### src/rtl/smas_pkg.sv
package smas_pkg;

  // Which magnitude operation the sign parity selects.
  typedef enum logic {
    PATH_ADD = 1'b0,
    PATH_SUB = 1'b1
  } smas_path_e;

  // Carry chain structure for the magnitude adder.
  localparam int CARRY_RIPPLE    = 0;
  localparam int CARRY_LOOKAHEAD = 1;

endpackage

### src/rtl/smas_path_sel.sv
module smas_path_sel
  import smas_pkg::*;
(
  input  logic       sign_a,
  input  logic       sign_b,
  input  logic       sub,
  output smas_path_e path
);

  // Three-way parity of the operand signs and the operation.
  logic parity;

  always_comb begin
    parity = sign_a ^ sign_b ^ sub;
    path   = parity ? PATH_SUB : PATH_ADD;
  end

endmodule

### src/rtl/smas_mag_adder.sv
module smas_mag_adder
  import smas_pkg::*;
#(
  parameter int MW          = 4,
  parameter int CARRY_STYLE = CARRY_RIPPLE
) (
  input  logic [MW-1:0] a,
  input  logic [MW-1:0] b,
  input  logic          inv_b,
  output logic [MW-1:0] sum,
  output logic          cout
);

  // Per-bit generate and propagate terms on the conditionally inverted b.
  logic [MW-1:0] bx;
  logic [MW-1:0] gen;
  logic [MW-1:0] prop;
  logic [MW:0]   carry;

  always_comb begin
    bx   = b ^ {MW{inv_b}};
    gen  = a & bx;
    prop = a ^ bx;
  end

  // Subtraction adds one through the carry input.
  assign carry[0] = inv_b;

  generate
    if (CARRY_STYLE == CARRY_LOOKAHEAD) begin : g_cla
      // Each carry is an OR of generate terms masked by the
      // propagate terms above them.
      for (genvar i = 0; i < MW; i++) begin : g_bit
        always_comb begin
          logic acc;
          logic pchain;
          acc    = gen[i];
          pchain = prop[i];
          for (int j = i - 1; j >= 0; j--) begin
            acc    = acc | (pchain & gen[j]);
            pchain = pchain & prop[j];
          end
          carry[i+1] = acc | (pchain & carry[0]);
        end
      end
    end else begin : g_ripple
      // One full-adder cell per bit, with the carry passed along the chain.
      for (genvar i = 0; i < MW; i++) begin : g_bit
        assign carry[i+1] = gen[i] | (prop[i] & carry[i]);
      end
    end
  endgenerate

  assign sum  = prop ^ carry[MW-1:0];
  assign cout = carry[MW];

endmodule

### src/rtl/smas_fixup.sv
module smas_fixup
  import smas_pkg::*;
#(
  parameter int MW = 4
) (
  input  smas_path_e    path,
  input  logic          sign_a,
  input  logic [MW-1:0] raw,
  input  logic          cout,
  output logic [MW-1:0] mag,
  output logic          sign,
  output logic          ovf
);

  localparam logic [MW-1:0] ONE = {{(MW-1){1'b0}}, 1'b1};

  logic [MW-1:0] recomp;
  logic          sign_pre;

  always_comb begin
    // Two's complement of the raw sum, used when the difference is negative.
    recomp = (~raw) + ONE;

    if (path == PATH_ADD) begin
      mag      = raw;
      sign_pre = sign_a;
      ovf      = cout;
    end else if (cout) begin
      mag      = raw;
      sign_pre = sign_a;
      ovf      = 1'b0;
    end else begin
      mag      = recomp;
      sign_pre = ~sign_a;
      ovf      = 1'b0;
    end

    // A zero magnitude always gets the positive sign.
    sign = sign_pre & (|mag);
  end

endmodule

### src/rtl/smas_addsub.sv
module smas_addsub
  import smas_pkg::*;
#(
  parameter int W           = 5,
  parameter int CARRY_STYLE = CARRY_RIPPLE
) (
  input  logic         clk,
  input  logic         rst,
  input  logic [W-1:0] opa,
  input  logic [W-1:0] opb,
  input  logic         sub,
  output logic [W-1:0] res,
  output logic         ovf
);

  localparam int MW = W - 1;

  smas_path_e    path;
  logic [MW-1:0] raw_sum;
  logic          raw_cout;
  logic [MW-1:0] fix_mag;
  logic          fix_sign;
  logic          fix_ovf;

  smas_path_sel u_sel (
    .sign_a (opa[W-1]),
    .sign_b (opb[W-1]),
    .sub    (sub),
    .path   (path)
  );

  smas_mag_adder #(
    .MW          (MW),
    .CARRY_STYLE (CARRY_STYLE)
  ) u_add (
    .a     (opa[MW-1:0]),
    .b     (opb[MW-1:0]),
    .inv_b (path == PATH_SUB),
    .sum   (raw_sum),
    .cout  (raw_cout)
  );

  smas_fixup #(
    .MW (MW)
  ) u_fix (
    .path   (path),
    .sign_a (opa[W-1]),
    .raw    (raw_sum),
    .cout   (raw_cout),
    .mag    (fix_mag),
    .sign   (fix_sign),
    .ovf    (fix_ovf)
  );

  always_ff @(posedge clk) begin
    if (rst) begin
      res <= '0;
      ovf <= 1'b0;
    end else begin
      res <= {fix_sign, fix_mag};
      ovf <= fix_ovf;
    end
  end

endmodule

### config.mk
export PLATFORM = sky130hd
export DESIGN_NAME = smas_addsub
export DESIGN_NICKNAME = d
export VERILOG_FILES = /design/src/rtl/smas_pkg.sv /design/src/rtl/smas_path_sel.sv /design/src/rtl/smas_mag_adder.sv /design/src/rtl/smas_fixup.sv /design/src/rtl/smas_addsub.sv
export SDC_FILE = /design/constraint.sdc
export NUM_CORES = 1
export LEC_CHECK = 0
export BUFFER_PORTS_ARGS = -buffer_cell sky130_fd_sc_hd__buf_4
export CORE_AREA = 3 3 40 42
export CTS_CLUSTER_DIAMETER = 200
export DETAILED_ROUTE_END_ITERATION = 7
export DIE_AREA = 0 0 43 45
export GPL_TIMING_DRIVEN = 0
export SYNTH_ARGS = -nofsm -noshare
export SYNTH_HDL_FRONTEND = slang
export SYNTH_HIERARCHICAL = 1
export SYNTH_SLANG_ARGS = --single-unit
### constraint.sdc
create_clock -name clk -period 8.67 [get_ports clk]
set_clock_uncertainty 0.2 [all_clocks]
set_input_delay 0.867 -clock clk [delete_from_list [all_inputs] [get_ports clk]]
set_output_delay 0.867 -clock clk [all_outputs]
set_load 0.03 [all_outputs]
* Yosys cells after proc, flatten, opt, wreduce, memory -nomap -nowiden
Index checks and enable logic that the tools add are counted.
** Cells by class
- Magnitude comparators :: 0
- Div/mod/pow operators :: 0
- $add $sub $neg :: 1
- Shifts and indexed selects :: 0
- Eq/ne operators :: 0
- Multipliers :: 0
- Muxes and demuxes :: 5
- Bitwise gates (word level) :: 17
- Reduce and logical (&&, ||, !) cells :: 2
** Operators with widths (count)
- 4-bit bitwise XOR :: 3
- 4-bit 2-to-1 mux :: 2
- 1-bit bitwise AND :: 5
- 4-bit by 1-bit adder with 4-bit output (second input constant) :: 1
- 4-bit bitwise AND :: 1
- 4-bit NOT :: 1
- 1-bit OR :: 4
- 4-bit OR reduction :: 1
- 1-bit 2-to-1 mux :: 3
- 2-bit OR reduction :: 1
- 1-bit bitwise XOR :: 2
- 1-bit NOT :: 1
** Word-level totals
- Output and inout bits :: 6
- Input port bits :: 13
- Register bits :: 6
- Memory bits (writable) :: 0
- Bits in latches :: 0
- Memories :: 0
- Bits in read-only memories :: 0

* Depth between registers and ports, before layout
Gate-level depths: netlist of the first run.
- Word-level depth :: 18
- Depth in mapped cells :: 11

* Cells and area by module
The synthesis of the first run kept the hierarchy.
** Modules (own cells, without submodules)
- smas_fixup :: seq. area each 0.0 µm², times used 1, cells each 24, area each 162.7 µm²
- smas_addsub :: seq. area each 120.1 µm², times used 1, cells each 12, area each 157.7 µm²
- smas_mag_adder :: seq. area each 0.0 µm², times used 1, cells each 13, area each 123.9 µm²
- smas_path_sel :: seq. area each 0.0 µm², times used 1, cells each 1, area each 23.8 µm²

* Worst setup path after synthesis of the first run
OpenSTA, ideal clock, no wires.
- Path type :: input to register
- From :: input opb[4]
- To :: register res[4]
- Buffers on the path :: 0
- Arrival :: 3.404 ns
- Setup slack :: 4.953 ns
- Stages :: 10
- Cells stage by stage :: xor3_1 xnor2_1 fa_1 fa_1 inv_1 fa_1 or2b_1 a21oi_1 o21ai_1 nor2b_1
** On the way
- Longest elaborated chain between the ends :: 18
- Elaborated cells between the ends (all ways) :: 23
- Those cells by class :: 1 x add/sub; 5 x mux; 16 x bitwise; 1 x reduce/logical
** RTL lines
- start, declared :: RTL line smas_addsub.sv:10 : input logic [W-1:0] opb,
- 1-bit bitwise XOR * (2 in series) :: RTL line smas_path_sel.sv:14 : parity = sign_a ^ sign_b ^ sub;
- 1-bit 2-to-1 mux * :: RTL line smas_path_sel.sv:15 : path = parity ? PATH_SUB : PATH_ADD;
- 4-bit bitwise XOR :: RTL line smas_mag_adder.sv:21 : bx = b ^ {MW{inv_b}};
- 4-bit bitwise XOR :: RTL line smas_mag_adder.sv:23 : prop = a ^ bx;
- 1-bit bitwise AND :: RTL line smas_mag_adder.sv:49 : assign carry[i+1] = gen[i] | (prop[i] & carry[i]);
- 1-bit OR :: RTL line smas_mag_adder.sv:49
- 1-bit bitwise AND :: RTL line smas_mag_adder.sv:49
- 1-bit OR :: RTL line smas_mag_adder.sv:49
- (+3 left out)
- net raw_sum[3] :: RTL line smas_addsub.sv:19 : logic [MW-1:0] raw_sum;
- 4-bit NOT :: RTL line smas_fixup.sv:22 : recomp = (~raw) + ONE;
- 4-bit by 1-bit adder with 4-bit output :: RTL line smas_fixup.sv:22
- 4-bit 2-to-1 mux :: RTL line smas_fixup.sv:28 : end else if (cout) begin
- 4-bit 2-to-1 mux * :: RTL line smas_fixup.sv:24 : if (path == PATH_ADD) begin
- 4-bit OR reduction * :: RTL line smas_fixup.sv:39 : sign = sign_pre & (|mag);
- 1-bit bitwise AND * :: RTL line smas_fixup.sv:39
- net fix_sign :: RTL line smas_addsub.sv:22 : logic fix_sign;
- end signal, assigned :: RTL line smas_addsub.sv:60 : res <= {fix_sign, fix_mag};
- end, declared :: RTL line smas_addsub.sv:12 : output logic [W-1:0] res,
Mark *: on every way through the listed nets, which the timed path passes. The rest lies on a longest branch.
A chain may end at the register's enable or synchronous reset.

* Worst setup path after layout of the first run
- From :: input opb[4]
- To :: register res[4]
** On the way
- Longest elaborated chain between the ends :: 18
- Elaborated cells between the ends (all ways) :: 23
- Those cells by class :: 1 x add/sub; 5 x mux; 16 x bitwise; 1 x reduce/logical
** RTL lines
- 1-bit bitwise XOR * (2 in series) :: RTL line smas_path_sel.sv:14
- 1-bit 2-to-1 mux * :: RTL line smas_path_sel.sv:15
- net path :: RTL line smas_addsub.sv:18 : smas_path_e path;
- 4-bit bitwise XOR :: RTL line smas_mag_adder.sv:21
- 4-bit bitwise XOR :: RTL line smas_mag_adder.sv:23
- 1-bit bitwise AND :: RTL line smas_mag_adder.sv:49
- 1-bit OR :: RTL line smas_mag_adder.sv:49
- 1-bit bitwise AND :: RTL line smas_mag_adder.sv:49
- (+4 left out)
- net raw_sum[3] :: RTL line smas_addsub.sv:19
- 4-bit NOT :: RTL line smas_fixup.sv:22
- 4-bit by 1-bit adder with 4-bit output :: RTL line smas_fixup.sv:22
- 4-bit 2-to-1 mux :: RTL line smas_fixup.sv:28
- 4-bit 2-to-1 mux * :: RTL line smas_fixup.sv:24
- 4-bit OR reduction * :: RTL line smas_fixup.sv:39
- 1-bit bitwise AND * :: RTL line smas_fixup.sv:39
- net fix_sign :: RTL line smas_addsub.sv:22
Marked as above.

==> results.rst, run 1 <==
.. list-table::
   :header-rows: 1

   * - Metric
     - Value
   * - Status
     - finished, final reports clean
   * - # port buffers
     - 18
   * - Largest net degree at the start of global routing
     - 7
   * - Endpoints failing hold
     - 0
   * - Initial antenna violation count
     - 0
   * - Global route overflow
     - 0
   * - Worst path setup slack after routing
     - 4.93 ns
   * - Number of setup buffers added after CTS
     - 0
   * - Number of global-route vias before repair
     - 318
   * - Detailed placer's ending HPWL
     - 667 um
   * - Synth-to-layout area growth
     - 37.7%
   * - Setup slack after placement
     - 4.64 ns
   * - Shortest period the worst path allows
     - 3.74 ns
   * - Critical Path Source
     - opb[4]
   * - Number of standard cells after synthesis
     - 50
   * - Share of the core filled with cells
     - 50.1%
   * - 1st-iter DRT viols
     - 2
   * - Synthesized flop and latch total
     - 6
   * - Element type at the critical path end
     - flop
   * - Number of buffers created by CTS
     - 3
   * - Hold path startpoint
     - rst
   * - Arrival time at the worst endpoint
     - 3.67 ns
   * - Highest-count cells in the layout ignoring fill and taps
     - buf_4 (19), inv_1 (8), nor2b_1 (7)
   * - Mux contribution to synthesized area
     - 4.55%
   * - Mean instance size in the synthesized netlist
     - 9.36 sq um
   * - Share of post-route cells with drive strength above 1
     - 35.2%
   * - Horizontal die dimension
     - 43 um
   * - Floorplan die area
     - 1940 sq um
   * - CTS sink count
     - 6
   * - Detailed-route wire length on metal 1
     - 328 um
   * - First-pass DRT Iterations
     - 2
   * - Summed instance area of the synthesized netlist
     - 468 sq um
   * - Most area-consuming cells after synthesis
     - dfxtp_1 (26%), fa_1 (13%), nor2b_1 (9.4%), xor2_1 (7.5%), inv_1 (6.4%)
   * - Final setup violation count
     - 0
   * - Number of pins exceeding their max-slew limit in the final report
     - 0
   * - Yosys Warn Count
     - 6
   * - Final weighted congestion of routability-driven global placement
     - 0.654
   * - Sequential-to-total area share from yosys stat
     - 25.7%
   * - Highest signal layer in the routed design
     - met3
   * - Row count
     - 13
   * - Post-CTS Hold Fix Bufs
     - 0
   * - Area of the placeable core
     - 1280 sq um
   * - Top-Level Pins
     - 19
   * - Count of instances resized after the clock tree is built
     - 0
   * - Post-synth cell types
     - 22
   * - Fraction of post-synthesis cell area in the top cell type by area
     - 25.7%
   * - Power density of the placed cells
     - 224 nW/um^2
   * - Clock-pin slew on the worst setup and hold paths
     - 0.04 ns
   * - Post-synthesis compound-gate area fraction
     - 7.49%
   * - Amount of wire on met3 after detailed routing
     - 36 um
   * - Die Y-Extent
     - 45 um
   * - Type of the worst min-delay path
     - input port to flop
   * - Net count after synthesis
     - 67
   * - Avg WL per Cell
     - 8.73 um
   * - RSZ-0062 raised after global routing
     - no
   * - Fill cell instance count of the final layout
     - 133
   * - CP Data Required Time
     - 8.60 ns
   * - Number of buffers on the longest clock path
     - 2
   * - Post-layout nets
     - 90
   * - Post-synthesis share of cell area spent on xor and xnor gates
     - 16.3%
   * - Number of H-tree branching levels
     - 1
   * - Startpoint type of the worst setup path
     - input port
   * - Slew Limit Headroom
     - 77.2%
   * - Achievable clock frequency
     - 0.268 GHz
   * - Worst Max-Slew Pin Slew
     - 0.341 ns
   * - Largest fanout of any net on the critical path
     - 6
   * - Via density per instance
     - 4.38
   * - Wire length on met2
     - 386 um
   * - Post-layout power
     - 0.000144 W
   * - ANT nets after route
     - 0
   * - Overall routing resource usage
     - 8.02%
   * - Share of the cycle needed by the critical path after routing
     - 43.1%
   * - # diodes
     - 0
   * - Most area-hungry cell type in the Yosys netlist
     - dfxtp_1
   * - Global-route wire length before repair
     - 1.19 mm
   * - Worst hold slack
     - 0.631 ns
   * - Initial core utilization
     - 36.4%
   * - Post-synthesis share of cell area spent on full adders, half adders and majority gates
     - 15.5%
   * - Leakage component of the power
     - 0.327 nW
   * - CTS tree
     - yes
   * - WS Path Type
     - input port to flop
   * - Post-route DRC violation count
     - 0
   * - Leading cell type in the layout, fill and taps excluded
     - buf_4
   * - Number of violations of the max-capacitance limit
     - 0
   * - Final TNS setup
     - 0 ns
   * - Total Wirelength
     - 751 um
   * - Dominant combinational cell family by area after synthesis
     - simple AND/OR/NAND/NOR gates
   * - Clock tree root driver cell
     - clkbuf_4
   * - IR Drop Worst-Case VDD
     - 0.0000849 V
   * - Total vias in the final route
     - 377
   * - Basic-gate share of the synthesized area counting and, or, nand and nor cells
     - 22.5%
metal layers:
metal / track usage (%) / vias to the layer above
met2: 13.8 / 8
met1: 9.25 / 171
li1: - / 198
met3: 4.78 / 0
met4: 0 / 0
met5: 0 / -
where the power goes:
| part | switching (W) | internal (W) |
|---|---|---|
| Clock | 0.00000860 | 0.0000156 |
| Sequential | 0.00000151 | 0.0000345 |
| Combinational | 0.0000452 | 0.0000390 |
| Total | 0.0000553 | 0.0000890 |
per-stage QoR:
stage               std cells  cell area [sq um]
finish                     86                644
global route               86                644
CTS                        86                644
detailed placement         83                622
global placement           83                622
floorplan                  50                468
cells in the mapped netlist, drive strengths merged:
| cell type | instances |
|---|---|
| inv | 8 |
| nor2b | 7 |
| dfxtp | 6 |
| nor2 | 4 |
| xor2 | 4 |
| fa | 3 |
| nand2b | 2 |
| nor3 | 2 |
| o21ai | 2 |
| xnor2 | 2 |
| a21oi | 1 |
| a311o | 1 |
| a31oi | 1 |
| and3b | 1 |
| buf | 1 |
| ha | 1 |
| mux2 | 1 |
| mux2i | 1 |
| or2b | 1 |
| xor3 | 1 |
final timing paths:
| kind | depth (start not counted) | end | slack [ns] |
|---|---|---|---|
| worst min-delay path | 2 | res[0]$_SDFF_PP0_ | 0.63 |
| worst max-delay path | 11 | res[4]$_SDFF_PP0_ | 4.93 |
cell type report:
cell class | count | area [sq um] | share of cell area [%]
repair buffers | 18 | 135 | 21.0
multi-input cells | 35 | 310 | 48.2
plain buffers | 1 | 7.51 | 1.17
inverters | 8 | 30.0 | 4.66
well taps | 15 | 18.8 | 2.91
flip-flops and latches | 6 | 120 | 18.6
clock buffers | 3 | 22.5 | 3.50
logic make-up after synthesis:
logic type | Yosys count
and+or+nand+nor | 17
buffers and inverters | 9
xor gates and xnor gates | 7
DFF | 6
AOI/OAI and AO/OA | 5
adders and majority gates | 4
muxes | 2
worst max-delay path: stages:
cell,delay (ns)
buf_4,0.11
xor3_1,0.58
xnor2_1,0.15
fa_1,0.42
fa_1,0.37
inv_1,0.07
fa_1,0.49
or2b_1,0.26
a21oi_1,0.14
o21ai_1,0.09
nor2b_1,0.13
sequential cells by signal, indices dropped and copies added, names as in the netlist:
signal  flops
res         5
ovf         1
Note: power is estimated with default switching activity, not from simulation.
==> inputs of run 2 (changes only) <==
ABC_AREA = 1   (was unset)
PLACE_DENSITY = 0.67   (was unset)
clock period = 3.1 ns   (was 8.67 ns; I/O delays follow)
==> run 2 against run 1 <==
  * Critical endpoint unchanged
  * Critical path type unchanged
  * First-iteration DRC count rose to 2.5 times the previous value
  * Sequential share of layout area fell by 1.1 points
  * Largest cell class unchanged
  * Flip-flop and latch count did not move
  * Worst setup slack got worse by 4.6 ns
  * Wire length rose by 10%
  * Design area rose by 6.0%
  * Power rose by 120%
  * Clock power rose to 2.7 times the previous value
  * Non-clock buffer count did not move
  * Highest routed layer unchanged
  * Global-route usage rose by 0.93 points
  * Sequential power rose to 2.6 times the previous value
  * Die area did not move
==> results.rst, run 2 <==
.. list-table::
   :header-rows: 1

   * - Metric
     - Value
   * - Fill cell instance count of the final layout
     - 141
   * - Flip-flop count of the largest register after layout
     - 5
   * - Synthesized flop and latch total
     - 6
   * - Top flip-flop cell by instance count after synthesis
     - dfxtp_1
   * - WS Path Type
     - input port to flop
   * - Slew Limit Headroom
     - 86.7%
   * - Post-layout power
     - 0.000316 W
   * - Highest-count cells in the layout ignoring fill and taps
     - inv_1 (26), nand2_1 (25), buf_4 (19)
   * - Most area-hungry cell type in the Yosys netlist
     - dfxtp_1
   * - Footprint of the multi-input gates
     - 274 sq um
   * - Worst hold slack
     - 0.0766 ns
   * - Number of buffers created by CTS
     - 3
   * - Mean instance size in the synthesized netlist
     - 6.00 sq um
   * - Via density per instance
     - 4.12
   * - Leakage component of the power
     - 0.443 nW
   * - Shortest period the worst path allows
     - 2.77 ns
   * - Arrival time at the worst endpoint
     - 2.74 ns
   * - Top-Level Pins
     - 19
   * - Type of the worst min-delay path
     - input port to flop
   * - Dpl cell area
     - 658 sq um
   * - Fraction of post-synthesis cell area in the top cell type by area
     - 23.8%
   * - Achievable clock frequency
     - 0.362 GHz
   * - Post-layout nets
     - 124
   * - Final TNS setup
     - 0 ns
   * - IR Drop Worst-Case VDD
     - 0.000155 V
   * - Share of the core filled with cells
     - 53.2%
   * - Endpoints failing hold
     - 0
   * - 1st-iter DRT viols
     - 5
   * - Sequential-to-total area share from yosys stat
     - 23.8%
   * - Number of pins exceeding their max-slew limit in the final report
     - 0
   * - Number of violations of the max-capacitance limit
     - 0
   * - Area of all sequential standard cells
     - 120 sq um
   * - Number of buffers on the longest clock path
     - 2
   * - Final setup violation count
     - 0
   * - Largest fanout of any net on the critical path
     - 9
   * - Number of H-tree branching levels
     - 1
   * - Global route overflow
     - 0
   * - Post-route DRC violation count
     - 0
   * - RSZ-0062 raised after global routing
     - no
   * - # port buffers
     - 18
   * - Initial core utilization
     - 39.2%
   * - Synth-to-layout area growth
     - 35.5%
   * - Global-route wire length before repair
     - 1.37 mm
   * - Yosys Warn Count
     - 6
   * - Die Y-Extent
     - 45 um
   * - Final weighted congestion of routability-driven global placement
     - 0.747
   * - Largest Register
     - res
   * - # diodes
     - 0
   * - Total vias in the final route
     - 494
   * - Post-Layout Inst Area
     - 683 sq um
   * - Horizontal die dimension
     - 43 um
   * - Registers with the highest flip-flop counts
     - res: 5 flops, ovf: 1 flops
   * - Number of standard cells after synthesis
     - 84
   * - Overall routing resource usage
     - 8.95%
   * - First-pass DRT Iterations
     - 3
   * - Share of post-route cells with drive strength above 1
     - 26.7%
   * - Floorplan die area
     - 1940 sq um
   * - Power density of the placed cells
     - 462 nW/um^2
   * - Ranking of synthesized cells by instance count
     - inv_1 (26), nand2_1 (26), nor2_1 (8)
   * - Leading cell type in the layout, fill and taps excluded
     - inv_1
   * - Most area-consuming cells after synthesis
     - dfxtp_1 (24%), inv_1 (19%), nand2_1 (19%), fa_1 (12%), nand3_1 (6.0%)
   * - Share of the cycle needed by the critical path after routing
     - 89.2%
   * - Number of flops mapped to enable cells by yosys
     - 0
   * - Post-synth cell types
     - 14
   * - Area of the placeable core
     - 1280 sq um
   * - Status
     - finished, final reports clean
   * - Avg WL per Cell
     - 6.89 um
   * - Worst hold stages
     - 2
   * - CP Data Required Time
     - 3.07 ns
   * - Summed instance area of the synthesized netlist
     - 504 sq um
   * - Startpoint type of the worst setup path
     - input port
   * - Worst Max-Slew Pin Slew
     - 0.199 ns
   * - Clock-pin slew on the worst setup and hold paths
     - 0.04 ns
   * - Async SR Flop Fraction
     - 0%
   * - CTS tree
     - yes
   * - Detailed placer's ending HPWL
     - 743 um
   * - Clock tree root driver cell
     - clkbuf_4
   * - CTS sink count
     - 6
   * - Number of global-route vias before repair
     - 410
   * - ANT nets after route
     - 0
   * - Initial antenna violation count
     - 0
   * - Post-CTS Hold Fix Bufs
     - 0
   * - Total Wirelength
     - 827 um
   * - Net count after synthesis
     - 101
   * - Largest net degree at the start of global routing
     - 10
   * - Row count
     - 13
   * - Element type at the critical path end
     - flop
-- run 2: cell type report --
class,instances,area share (%)
Buffer,1,1.10
Tap cell,15,2.75
Multi-Input combinational cell,49,40.1
Timing Repair Buffer,18,19.8
Clock buffer,3,3.30
Sequential cell,6,17.6
Inverter,28,15.4
-- run 2: power breakdown --
| group | internal, W | switching (W) |
|---|---|---|
| Combinational | 0.0000624 | 0.0000950 |
| Clock | 0.0000434 | 0.0000230 |
| Sequential | 0.0000893 | 0.00000271 |
| Total | 0.000195 | 0.000121 |
-- run 2: final timing paths --
kind | start | end | slack (ns)
max | opa[4] | res[4]$_SDFF_PP0_ | 0.33
min | rst | ovf$_SDFF_PP0_ | 0.08
-- run 2: cell families (layout without fill, tap and decap cells) --
| group | count (synthesis) | after routing | share of synthesized area [%] |
|---|---|---|---|
| simple gates | 43 | 43 | 36.7 |
| buf+inv | 29 | 50 | 22.3 |
| flops | 6 | 6 | 23.8 |
| fa+ha+maj | 4 | 4 | 14.4 |
| compound gates | 1 | 1 | 0.992 |
| xor+xnor | 1 | 1 | 1.74 |
-- run 2: metrics by stage --
step / cells / setup WS (ns)
after global routing: 120 / 0.119
after detailed placement: 117 / -0.0548
final: 120 / 0.335
after global placement: 117 / -0.0103
after CTS: 120 / 0.184
after floorplan: 84 / 0.351
-- run 2: critical path, cell delays in order --
cell and delay, ns:
buf_4 0.12, inv_1 0.05, nand2_1 0.05, nand2_1 0.06
nand2_1 0.05, nand2_2 0.17, inv_2 0.08, nand2_1 0.06
nand2_1 0.06, fa_1 0.41, fa_1 0.38, inv_1 0.08
fa_1 0.23, inv_1 0.11, nand2_1 0.10, nand2_1 0.07
nand3_1 0.07, nor2_1 0.05, a21oi_1 0.11, inv_1 0.05
nor2_1 0.07
-- run 2: what timing repair did --
action,4_1_cts,5_1_grt
endpoints found under the setup margin,0,1
setup buffers,0,0
resized for setup,0,1
-- run 2: metal layers --
metal	track usage, %	wire, um
met1	8.80	350
met2	18.6	399
met3	1.20	76
met4	3.61	0
met5	0	0
